**config.mk**
```make
export PLATFORM = sky130hd
export DESIGN_NAME = prbs31_pattern_gen
export DESIGN_NICKNAME = d
export VERILOG_FILES = /design/src/rtl/prbs31_pkg.sv /design/src/rtl/prbs31_unroll.sv /design/src/rtl/prbs31_core.sv /design/src/rtl/prbs31_fanout.sv /design/src/rtl/prbs31_pattern_gen.sv
export SDC_FILE = /design/constraint.sdc
export NUM_CORES = 1
export LEC_CHECK = 0
export ABC_CLOCK_PERIOD_IN_PS = 3020
export BUFFER_PORTS_ARGS = -buffer_cell sky130_fd_sc_hd__clkbuf_2
export CORE_AREA = 2 2 213 215
export DETAILED_ROUTE_END_ITERATION = 12
export DIE_AREA = 0 0 215 217
export HOLD_SLACK_MARGIN = 0.1
export PLACE_DENSITY = 0.4
export REMOVE_ABC_BUFFERS = 1
export SYNTH_ARGS = -nofsm -noshare
export SYNTH_HDL_FRONTEND = slang
export SYNTH_HIERARCHICAL = 1
export SYNTH_SLANG_ARGS = --single-unit
export TNS_END_PERCENT = 5
```
**constraint.sdc**
```tcl
create_clock -name clk -period 3.02 [get_ports clk]
set_input_delay 0.302 -clock clk [delete_from_list [all_inputs] [get_ports clk]]
set_output_delay 0.302 -clock clk [all_outputs]
set_load 0.01 [all_outputs]
```
**src/rtl/prbs31_pkg.sv**
```systemverilog
package prbs31_pkg;
  localparam int STATE_W = 31;
  localparam int TAP_HI  = 30;
  localparam int TAP_LO  = 17;
  localparam logic [STATE_W-1:0] DEFAULT_SEED = 31'h5F26B8D9;

  // feedback bit of one serial step (x^31 + x^18 + 1)
  function automatic logic prbs_fb(input logic [STATE_W-1:0] s);
    return s[TAP_HI] ^ s[TAP_LO];
  endfunction

  // state after one serial step
  function automatic logic [STATE_W-1:0] prbs_next(input logic [STATE_W-1:0] s);
    return {s[STATE_W-2:0], prbs_fb(s)};
  endfunction

  // seed actually loaded: zero is replaced to avoid lock-up
  function automatic logic [STATE_W-1:0] seed_fix(input logic [STATE_W-1:0] s);
    return (s == '0) ? DEFAULT_SEED : s;
  endfunction
endpackage

```
**src/rtl/prbs31_unroll.sv**
```systemverilog
module prbs31_unroll
  import prbs31_pkg::*;
#(
  parameter int BEAT_W = 8
) (
  input  logic [STATE_W-1:0] state_i,
  output logic [STATE_W-1:0] state_o,
  output logic [BEAT_W-1:0]  bits_o
);
  logic [STATE_W-1:0] stage [BEAT_W+1];

  assign stage[0] = state_i;

  for (genvar k = 0; k < BEAT_W; k++) begin : g_step
    assign stage[k+1]          = prbs_next(stage[k]);
    assign bits_o[BEAT_W-1-k]  = prbs_fb(stage[k]);
  end

  assign state_o = stage[BEAT_W];
endmodule

```
**src/rtl/prbs31_core.sv**
```systemverilog
module prbs31_core
  import prbs31_pkg::*;
#(
  parameter int BEAT_W = 8
) (
  input  logic               clk,
  input  logic               rst,
  input  logic               start_i,
  input  logic [STATE_W-1:0] seed_i,
  input  logic               valid_i,
  output logic [BEAT_W-1:0]  beat_o
);
  logic [STATE_W-1:0] state_q;
  logic [STATE_W-1:0] state_adv;
  logic [BEAT_W-1:0]  bits_adv;
  logic [BEAT_W-1:0]  beat_q;
  logic               load_ev;
  logic               step_ev;

  // named events for the assertions
  assign load_ev = start_i;
  assign step_ev = valid_i && !start_i;

  prbs31_unroll #(.BEAT_W(BEAT_W)) u_unroll (
    .state_i (state_q),
    .state_o (state_adv),
    .bits_o  (bits_adv)
  );

  always_ff @(posedge clk) begin
    if (rst) begin
      state_q <= DEFAULT_SEED;
      beat_q  <= '0;
    end else if (load_ev) begin
      state_q <= seed_fix(seed_i);
      beat_q  <= '0;
    end else if (step_ev) begin
      state_q <= state_adv;
      beat_q  <= bits_adv;
    end
  end

  assign beat_o = beat_q;


  hold_when_idle_chk: assert property (@(posedge clk) disable iff (rst)
    (!start_i && !valid_i) |=> ($stable(state_q) && $stable(beat_q)));


  start_clears_chk: assert property (@(posedge clk) disable iff (rst)
    start_i |=> (beat_q == '0));


  seed_load_chk: assert property (@(posedge clk) disable iff (rst)
    (start_i && seed_i != '0) |=> (state_q == $past(seed_i)));


  no_lockup_chk: assert property (@(posedge clk) disable iff (rst)
    state_q != '0);


  beat_advances_chk: assert property (@(posedge clk) disable iff (rst)
    step_ev |=> (state_q != $past(state_q)));
endmodule

```
**src/rtl/prbs31_fanout.sv**
```systemverilog
module prbs31_fanout #(
  parameter int BEAT_W = 8,
  parameter int WORD_W = 512
) (
  input  logic [BEAT_W-1:0] beat_i,
  output logic [WORD_W-1:0] word_o
);
  localparam int COPIES = WORD_W / BEAT_W;

  for (genvar c = 0; c < COPIES; c++) begin : g_lane
    assign word_o[c*BEAT_W +: BEAT_W] = beat_i;
  end

  if (COPIES * BEAT_W < WORD_W) begin : g_pad
    assign word_o[WORD_W-1:COPIES*BEAT_W] = '0;
  end
endmodule

```
**src/rtl/prbs31_pattern_gen.sv**
```systemverilog
module prbs31_pattern_gen
  import prbs31_pkg::*;
#(
  parameter int BEAT_W = 8,
  parameter int WORD_W = 512
) (
  input  logic               clk,
  input  logic               rst,
  input  logic               start_i,
  input  logic [STATE_W-1:0] seed_i,
  input  logic               valid_i,
  output logic [BEAT_W-1:0]  beat_o,
  output logic [WORD_W-1:0]  word_o
);
  logic [BEAT_W-1:0] beat_w;

  prbs31_core #(.BEAT_W(BEAT_W)) u_core (
    .clk     (clk),
    .rst     (rst),
    .start_i (start_i),
    .seed_i  (seed_i),
    .valid_i (valid_i),
    .beat_o  (beat_w)
  );

  prbs31_fanout #(.BEAT_W(BEAT_W), .WORD_W(WORD_W)) u_fanout (
    .beat_i (beat_w),
    .word_o (word_o)
  );

  assign beat_o = beat_w;


  lane_low_match_chk: assert property (@(posedge clk) disable iff (rst)
    word_o[BEAT_W-1:0] == beat_o);


  start_wins_chk: assert property (@(posedge clk) disable iff (rst)
    (start_i && valid_i) |=> (beat_o == '0));
endmodule

```
==> results of run 1 <==
## report_power, final
part	leakage, nW	switching [W]	internal, W
Combinational	2.94	0.000332	0.000266
Sequential	0.326	0.0000840	0.000552
Clock	0.0628	0.000187	0.000297
## metal layers
layer | vias up | global-route usage [%] | routed length [um]
met2 | 158 | 6.246 | 5764
met5 | - | 0 | 61
met4 | 10 | 0.5517 | 40
met1 | 1493 | 6.931 | 6318
met3 | 12 | 1.915 | 1119
li1 | 1825 | - | -
## kinds of logic after synthesis
group                  share of synthesized area [%]
buffers and inverters                          69.22
AND/OR/NAND/NOR                                5.522
multiplexers                                   6.501
XOR/XNOR                                       1.167
AO/OA/AOI/OAI                                  4.584
flip-flops                                     13.00
## how the worst max path moves through the flow
stage,end,start,cells past startpoint,slack [ns]
after floorplan,u_core/beat_o[0],u_core/beat_o[0],2,-1.97
final,word_o[47],u_core/beat_o[7],1,1.15
after global placement,u_core/state_q[6],seed_i[0],5,1.01
after global routing,word_o[296],u_core/beat_o[0],1,0.99
after CTS,word_o[47],u_core/beat_o[7],1,1.11
after detailed placement,u_core/state_q[24],seed_i[0],5,1.04
## per-stage QoR
stage          utilization (%)  hold WS [ns]
2_1_floorplan                -        0.3744
3_3_place_gp             12.16        0.5385
3_5_place_dp             12.16        0.5445
4_1_cts                  12.45        0.2710
5_1_grt                  12.45        0.2879
6_report                 12.45        0.2748
## cells in the final DEF (no fill, tap or decap)
cell type / synthesis / final
a21oi_1: 17 / 17
a2bb2oi_2: 2 / 2
buf_4: 544 / 7
clkbuf_1: 9 / 1
clkbuf_16: 0 / 5
clkbuf_2: 0 / 554
dfxtp_1: 39 / 31
dfxtp_2: 0 / 8
mux2_1: 14 / 14
mux2_2: 2 / 2
mux2i_1: 21 / 21
nand2b_1: 16 / 16
nand3b_1: 2 / 2
nand4_1: 2 / 2
nor2_1: 35 / 35
nor2_4: 1 / 1
nor3_1: 1 / 1
nor4_1: 6 / 6
nor4_2: 1 / 1
o32a_1: 16 / 16
or2_1: 1 / 1
xor2_1: 8 / 8
## final cells by class
class                           count  area, um^2
Clock buffer                        6       128.9
Fill cell                        5181       39140
Timing Repair Buffer              561        2825
Tap cell                          600       750.7
Sequential cell                    39       790.8
Multi-Input combinational cell    145        1067
## flip-flops by register name, indices dropped and copies added (netlist names)
signal / cells
u_core/beat_o: 8
u_core/state_q: 31
==> results by group, run 1 <==
Outcome
  • Status: complete, no violations

Floorplanning
  • Initial core utilization: about 13%
  • Core Area: 44700 um^2
  • Die area: 46660 um^2
  • Die X: 215 um
  • Row count: 78
  • Die H: 217 um
  • Num ports: 555

Timing
  • Max Fclk: 535.2 MHz
  • Rel. slew slack: 32.26%
  • Final setup viols: 0
  • Slew @ Worst Pin: 1.016 ns
  • Max-slew violation count: 0
  • Post-route clock skew: 0.003669 ns
  • Final min period: ~1.9 ns
  • Final hold violations: 0
  • Period utilization: 61.87%
  • RSZ-0062 raised after global routing: false
  • Final setup TNS: 0 ns
  • Setup slack after layout: between 1 and 1.5 ns

Power and ir drop
  • Final Total Pwr: approximately 0.0017 W
  • PD cells: 308.8 nW/um^2
  • Max VDD drop: 197.4 uV
  • Leak: 3.329 nW

Place
  • Placed Instances: about 1300
  • PortBufs: 554
  • Post-place setup slack: 1.043 ns
  • Post-DP HPWL: roughly 11 mm
  • Cell Area, Placed: 5434 um^2
  • GP Congestion: 0.6596

Setup path
  • Crit path max-delay family: flip-flops
  • WP data arrival: approximately 1.6 ns
  • Slowest cell on crit path: dfxtp_2
  • Buf+Inv Stages, Crit Path: 1
  • Startpoint types: flip-flop
  • Crit path kind: reg2out
  • Crit Reg-Reg Startpoint: u_core/beat_o[7]
  • Crit path max fanout: 66
  • Critical path data required time: 2.72 ns
  • Reg2reg end: u_core/beat_o[7]
  • R2R Setup Slk: 1.57 ns
  • Crit path largest cell delay: 0.99 ns
  • CP Capture Type: output pin
  • Cells along the critical path: clkbuf_2
  • Cells on worst reg2reg path: 3

Synthesis
  • Post-Synthesis Cell Area: 6005 um^2
  • Count leader, synth: buf_4
  • Synth unique cells: 22
  • Largest cells by area after synthesis: buf_4 68%, dfxtp_1 13%, mux2i_1 3.5%
  • Syn Area/Cell: 8.071 um^2
  • Post-Syn Instances: 744
  • Synth warn: 6
  • Most frequent cells after synthesis: 544 x buf_4, 39 x dfxtp_1, 35 x nor2_1, 21 x mux2i_1, 17 x a21oi_1
  • Post-synth top flop: dfxtp_1
  • Post-synthesis sequential area ratio: 13.00%
  • Async SR Flop Fraction: 0%
  • Post-synth EDFFs: 0
  • #FFs+latches synth: 39
  • Area leader, netlist: buf_4
  • Share of the synthesized area in the top cell type: 68.01%

Run
  • Maxcap violations: 0

CTS
  • Num Clock Sinks: 39
  • Post-CTS Resized: 0
  • CTS tree: built
  • # hold bufs at CTS: 0
  • Num CTS Buffers: 5
  • Setup bufs post-CTS: 0
  • CTS Buffer Depth: 2
  • Later-pin clock latency in the skew report: approximately 0.27 ns
  • H-tree level count: 2
  • Clk root buf: clkbuf_16
  • Clk pin slew, worst setup/hold paths: 0.06 ns

Min path
  • Worst Hold End: u_core/state_q[20]
  • HP Class: in2reg
  • Hold Path Origin: seed_i[20]
  • WHS Path Cells: 3

Detailed routing
  • Final antenna-violating net count: 0
  • 1st-iter DRT viols: 112
  • Vias: 3498
  • DRC errors left: 0
  • Drt total wl: 13.31 mm
  • DR vias/cell: 2.589
  • DR WL/cell: 9.848 um
  • DRT Pass-1 Iters: 4

Cells and area
  • Nets@finish: 787
  • Antenna diodes: 0
  • Share of layout cells above drive strength 1: between 70% and 80%
  • Non-Filler Instances: 1351
  • Area grow syn2layout: -7.356%
  • Final Cell Area: 5563 um^2

GRT
  • Initial antenna violation count: 5
  • Grt ovf: 0
  • Largest net degree at the start of global routing: 67
  • First-pass GRT wire length: 16.18 mm
  • GRT Overall Usage: 4.645%
  • Vias in the first global route: around 2100
Note: power is estimated with default switching activity, not from simulation.
==> inputs of run 2 (changes only) <==
- ABC_CLOCK_PERIOD_IN_PS: 3020 -> 1800
- CORE_AREA: 2 2 213 215 -> 2 2 215 217
- DIE_AREA: 0 0 215 217 -> 0 0 217 219
- PLACE_DENSITY: 0.4 -> 0.39
- clock period: 3.02 -> 1.8 ns (I/O delays scaled with it)
==> results by group, run 2 (synthesized netlist as in run 1, its figures left out) <==
Outcome
  • Status: complete, no violations

Floorplanning
  • Initial core utilization: 13.32%
  • Die H: 219 um
  • Die area: 47520 um^2
  • Num ports: roughly 560
  • Core Area: roughly 45000 um^2
  • Die X: ~220 um
  • Row count: between 70 and 80

Power and ir drop
  • Max VDD drop: 287.6 uV
  • Clock power frac: 29.1%
  • Sequential share of power: between 30% and 40%
  • Switching share of power: 35.51%
  • Final Total Pwr: 0.002952 W
  • NetSw: 0.001048 W
  • PD cells: 512.4 nW/um^2
  • Leak: 3.430 nW
  • Combinational share of power: a little under two fifths
  • Internal: 0.001904 W

CTS
  • Clk pin slew, worst setup/hold paths: 0.06 ns
  • CTS tree: built
  • Num CTS Buffers: 5
  • H-tree level count: 2
  • Setup bufs post-CTS: 0
  • CTS Buffer Depth: 2
  • Num Clock Sinks: 39
  • # hold bufs at CTS: 0
  • Later-pin clock latency in the skew report: roughly 0.28 ns
  • Clk root buf: clkbuf_16
  • Post-CTS Resized: 0

Cells and area
  • Area grow syn2layout: -4.042%
  • Commonest non-fill, non-tap cell in the layout: clkbuf_2
  • Share of layout cells above drive strength 1: 77.60%
  • Most flops, register: u_core/state_q
  • FILL cells: a little over 5000
  • Multi-input gate area: approximately 1100 um^2
  • Nets@finish: ~800
  • Storage element area: 790.8 um^2
  • Most frequent cells in the layout: 554 x clkbuf_2, 35 x nor2_1, 31 x dfxtp_1, 21 x mux2i_1, 17 x a21oi_1
  • Largest register FFs: 31
  • Non-Filler Instances: 1369

Place
  • Post-DP HPWL: between 10 and 15 mm
  • PortBufs: 554
  • Post-place setup slack: approximately 0.24 ns
  • Placed Instances: 1360
  • GP Congestion: 0.7033

GRT
  • Grt ovf: 0
  • GRT Overall Usage: 4.510%
  • Vias in the first global route: 2162
  • First-pass GRT wire length: 15.48 mm
  • Largest net degree at the start of global routing: 67
  • Initial antenna violation count: 5

Timing
  • Final hold violations: 0
  • Slew @ Worst Pin: about 0.94 ns
  • Final min period: 1.488 ns
  • RSZ-0062 raised after global routing: false
  • Post-route clock skew: approximately 0.0043 ns
  • Max-slew violation count: 0
  • Rel. slew slack: 37.60%
  • Max Fclk: 672.0 MHz
  • Setup slack after layout: 0.3120 ns
  • Period utilization: 82.67%
  • Final setup viols: 0

Detailed routing
  • DRT Pass-1 Iters: 4
  • Final antenna-violating net count: 0
  • 1st-iter DRT viols: 136
  • DR WL/cell: just under 10 um
  • Drt total wl: between 10 and 15 mm
  • DR vias/cell: 2.659
  • DRC errors left: 0
  • Vias: around 3600

Setup path
  • Cells on worst reg2reg path: 5
  • Startpoint types: flip-flop
  • Crit Reg-Reg Startpoint: u_core/state_q[28]
  • WP data arrival: 1.31 ns
  • Crit path kind: reg2out
  • CP Capture Type: output pin
  • Crit path max fanout: 44
  • Reg2reg end: u_core/state_q[5]
  • R2R Setup Slk: 0.63 ns
  • Critical path data required time: 1.62 ns

Min path
  • HP Class: in2reg
  • Worst Hold End: u_core/state_q[10]
  • WHS Path Cells: 3
  • Hold Path Origin: seed_i[10]

Run
  • Maxcap violations: 0
-- run 2: cell count changes in the layout (fill, tap and decap cells not counted) --
| cell | previous run | this run |
|---|---|---|
| buf_12 | 0 | 6 |
| buf_4 | 7 | 16 |
| clkbuf_1 | 1 | 2 |
| clkinv_2 | 0 | 1 |
| diode_2 | 0 | 1 |
-- run 2: how the worst max path moves through the flow --
stage | slack, ns | startpoint | to | cells after the start
floorplan | -3.19 | u_core/beat_o[0] | u_core/beat_o[0] | 2
global placement | 0.16 | start_i | u_core/state_q[28] | 6
detailed placement | 0.24 | start_i | u_core/state_q[28] | 6
CTS | 0.25 | u_core/beat_o[3] | word_o[75] | 2
global route | 0.20 | u_core/beat_o[3] | word_o[91] | 2
finish | 0.31 | u_core/beat_o[3] | word_o[75] | 2
-- run 2: critical path, cell delays in order (launching register included) --
cell and delay [ns]:
dfxtp_2 0.59, buf_12 0.25, clkbuf_2 0.16
-- run 2: layout make-up --
cell class	count	area share (%)
Antenna cell	1	0.04343
Tap cell	600	13.03
Timing Repair Buffer	576	52.29
Sequential cell	39	13.72
Clock inverter	1	0.08686
Multi-Input combinational cell	145	18.52
Clock buffer	7	2.302
-- run 2: per-layer routing --
layer | up-vias | track usage, % | part of all wire (%)
met5 | - | 0 | 0.38
met4 | 8 | 0.6849 | 0.11
met3 | 10 | 1.760 | 9.2
met2 | 242 | 6.890 | 47
met1 | 1529 | 6.065 | 43
li1 | 1851 | - | -
-- run 2: through the flow --
step / setup TNS (ns) / utilization (%) / hold WS [ns] / instance area, um^2
CTS: 0 / 12.77 / 0.1473 / 5759
floorplan: -1505.97 / - / 0.2524 / 1848
global route: 0 / 12.77 / 0.1580 / 5759
finish: 0 / 12.78 / 0.1527 / 5762
global placement: 0 / 12.47 / 0.4289 / 5622
detailed placement: 0 / 12.47 / 0.4425 / 5622
-- run 2: power by group through the flow --
stage	combinational [W]	sequential [W]	clock (W)
after floorplan	0.000182	0.00132	0
after global placement	0.00115	0.000999	0
after detailed placement	0.00114	0.000999	0
after CTS	0.00114	0.000980	0.000890
after global routing	0.00122	0.000986	0.000922
final	0.00112	0.000978	0.000859
==> inputs of run 3 (changes only) <==
- ABC_AREA: default -> 1
- ABC_CLOCK_PERIOD_IN_PS: 1800 -> 1350
- CORE_AREA: 2 2 215 217 -> 2 2 217 219
- DIE_AREA: 0 0 217 219 -> 0 0 219 221
- PLACE_DENSITY: 0.39 -> 0.4
- clock period: 1.8 -> 1.35 ns (I/O delays scaled with it)
==> results by group, run 3 <==
Cells and area
  • Share of layout cells above drive strength 1: roughly 69%
  • Largest register FFs: 31
  • Storage element area: 793.3 um^2
  • Most flops, register: u_core/state_q
  • Nets@finish: 921
  • Commonest non-fill, non-tap cell in the layout: clkbuf_2
  • Most frequent cells in the layout: 546 x clkbuf_2, 119 x nand2_1, 46 x inv_1, 33 x nor2_1, 31 x dfxtp_1
  • Area grow syn2layout: -2.634%
  • FILL cells: 5317
  • Final Cell Area: 6058 um^2
  • Multi-input gate area: approximately 1100 um^2

Synthesis
  • Post-synth top flop: dfxtp_1
  • Most frequent cells after synthesis: 547 x buf_4, 119 x nand2_1, 46 x inv_1, 39 x dfxtp_1, 33 x nor2_1
  • Synth unique cells: 21
  • Largest cells by area after synthesis: buf_4 66%, dfxtp_1 13%, nand2_1 7.2%
  • Post-Syn Instances: about 860
  • #FFs+latches synth: 39
  • Area leader, netlist: buf_4
  • Async SR Flop Fraction: 0%
  • Post-Synthesis Cell Area: 6222 um^2
  • Count leader, synth: buf_4
  • Syn Area/Cell: 7.202 um^2
  • Post-synth EDFFs: 0
  • Share of the synthesized area in the top cell type: 66.00%
  • Synth warn: 6
  • Post-synthesis sequential area ratio: 12.55%

Place
  • GP Congestion: 0.7877
  • Post-DP HPWL: roughly 13 mm
  • PortBufs: 554
  • Cell Area, Placed: 5857 um^2
  • Post-place setup slack: -0.04590 ns

GRT
  • First-pass GRT wire length: 20.44 mm
  • GRT Overall Usage: 5.620%
  • Vias in the first global route: 3120
  • Largest net degree at the start of global routing: 67
  • Grt ovf: 0
  • Initial antenna violation count: 6

Power and ir drop
  • Leak: between 3 and 4 nW
  • Max VDD drop: 367.7 uV
  • PD cells: 663.5 nW/um^2
  • Switching share of power: 31.79%
  • Combinational share of power: 28.7%
  • Clock power frac: approximately two fifths
  • Sequential share of power: 32.4%
  • NetSw: 0.001278 W
  • Internal: between 0.002 and 0.003 W

Setup path
  • Crit path max-delay family: buffers and inverters
  • WP data arrival: 1.11 ns
  • Critical path data required time: about 1.2 ns
  • Startpoint types: flip-flop
  • CP Capture Type: output pin
  • Buf+Inv Stages, Crit Path: 2
  • Cells along the critical path: buf_12, clkbuf_2
  • Crit path max fanout: 63
  • Crit path largest cell delay: 0.38 ns
  • Crit path kind: reg2out
  • Slowest cell on crit path: dfxtp_2

CTS
  • H-tree level count: 2
  • # hold bufs at CTS: 0
  • Num Clock Sinks: 39
  • Post-CTS Resized: 0
  • Clk pin slew, worst setup/hold paths: 0.07 ns
  • Later-pin clock latency in the skew report: 0.29 ns
  • CTS tree: built
  • Setup bufs post-CTS: 0
  • Clk root buf: clkbuf_16
  • Num CTS Buffers: 5
  • CTS Buffer Depth: 2

Timing
  • Final setup viols: 0
  • RSZ-0062 raised after global routing: true
  • Slew @ Worst Pin: 0.4043 ns
  • Final hold violations: 0
  • Period utilization: 92.06%
  • Rel. slew slack: between 70% and 80%
  • Max Fclk: 804.6 MHz
  • Final setup TNS: 0 ns
  • Setup slack after layout: 0.1072 ns
  • Max-slew violation count: 0
  • Post-route clock skew: 0.009372 ns
  • Final min period: 1.243 ns

Floorplanning
  • Core Area: 46060 um^2
  • Die X: 219 um
  • Row count: 79
  • Initial core utilization: approximately 14%
  • Num ports: 555
  • Die H: 221 um
  • Die area: about 48000 um^2

Detailed routing
  • Final antenna-violating net count: 0
  • DRC errors left: 0
  • DRT Pass-1 Iters: 4
  • Drt total wl: 15.22 mm
  • Vias: 4354
  • 1st-iter DRT viols: between 100 and 150
  • DR WL/cell: just over 10 um
  • DR vias/cell: 2.912

Run
  • Maxcap violations: 0

Outcome
  • Status: complete, no violations

Min path
  • HP Class: in2reg
-- run 3: worst register-to-register path: stages (launching register included) --
cell      delay (ns)
dfxtp_1         0.45
inv_1           0.07
nand2_1         0.06
nand2_1         0.10
a221oi_2        0.25
nand2_1         0.07
-- run 3: final timing paths --
check / startpoint / endpoint / slack (ns) / cells after the start
max: u_core/beat_o[2] / word_o[306] / 0.11 / 2
min: seed_i[1] / u_core/state_q[1] / 0.11 / 3
max reg2reg: u_core/state_q[13] / u_core/state_q[3] / 0.27 / 5
min reg2reg: u_core/state_q[21] / u_core/state_q[21] / 0.49 / 2
-- run 3: cells by family (layout without fill, tap and decap cells) --
| family | Yosys count | after routing | synth area share [%] |
|---|---|---|---|
| AO/OA/AOI/OAI | 50 | 50 | 6.334 |
| buffers and inverters | 606 | 629 | 70.20 |
| flip-flops | 39 | 39 | 12.55 |
| other | 0 | 1 | 0 |
| AND/OR/NAND/NOR | 169 | 169 | 10.92 |
-- run 3: power by group through the flow --
stage                     sequential [W]  combinational (W)  clock, W
after CTS                        0.00131            0.00118   0.00160
after global routing             0.00131            0.00128   0.00166
after floorplan                  0.00160           0.000260         0
final                            0.00130            0.00115   0.00156
after global placement           0.00133            0.00118         0
after detailed placement         0.00133            0.00117         0
-- run 3: metal layers --
metal	vias up	part of all wire (%)	GRT usage, %
met2	351	52	11.25
met5	-	0.22	0
met3	16	10	1.457
met4	6	0.89	0.7847
li1	2141	-	-
met1	1840	37	5.861
-- run 3: metrics by stage --
stage	hold slack [ns]	power, W	instances	util [%]
after floorplan	0.2262	0.001859	306	-
after global placement	0.4014	0.002510	1486	12.72
after detailed placement	0.4068	0.002504	1486	12.72
after CTS	0.1064	0.004081	1494	13.13
after global routing	0.1064	0.004250	1494	13.15
final	0.1080	0.004020	1495	13.15
-- run 3: area by class of cell --
cell class	instances	share of cell area, %
antenna	1	0.04131
clock buffer	5	2.065
clock inverter	3	1.115
inverter	48	2.974
multi-input combinational	219	17.72
sequential	39	13.09
tap	607	12.54
timing repair buffer	573	50.45
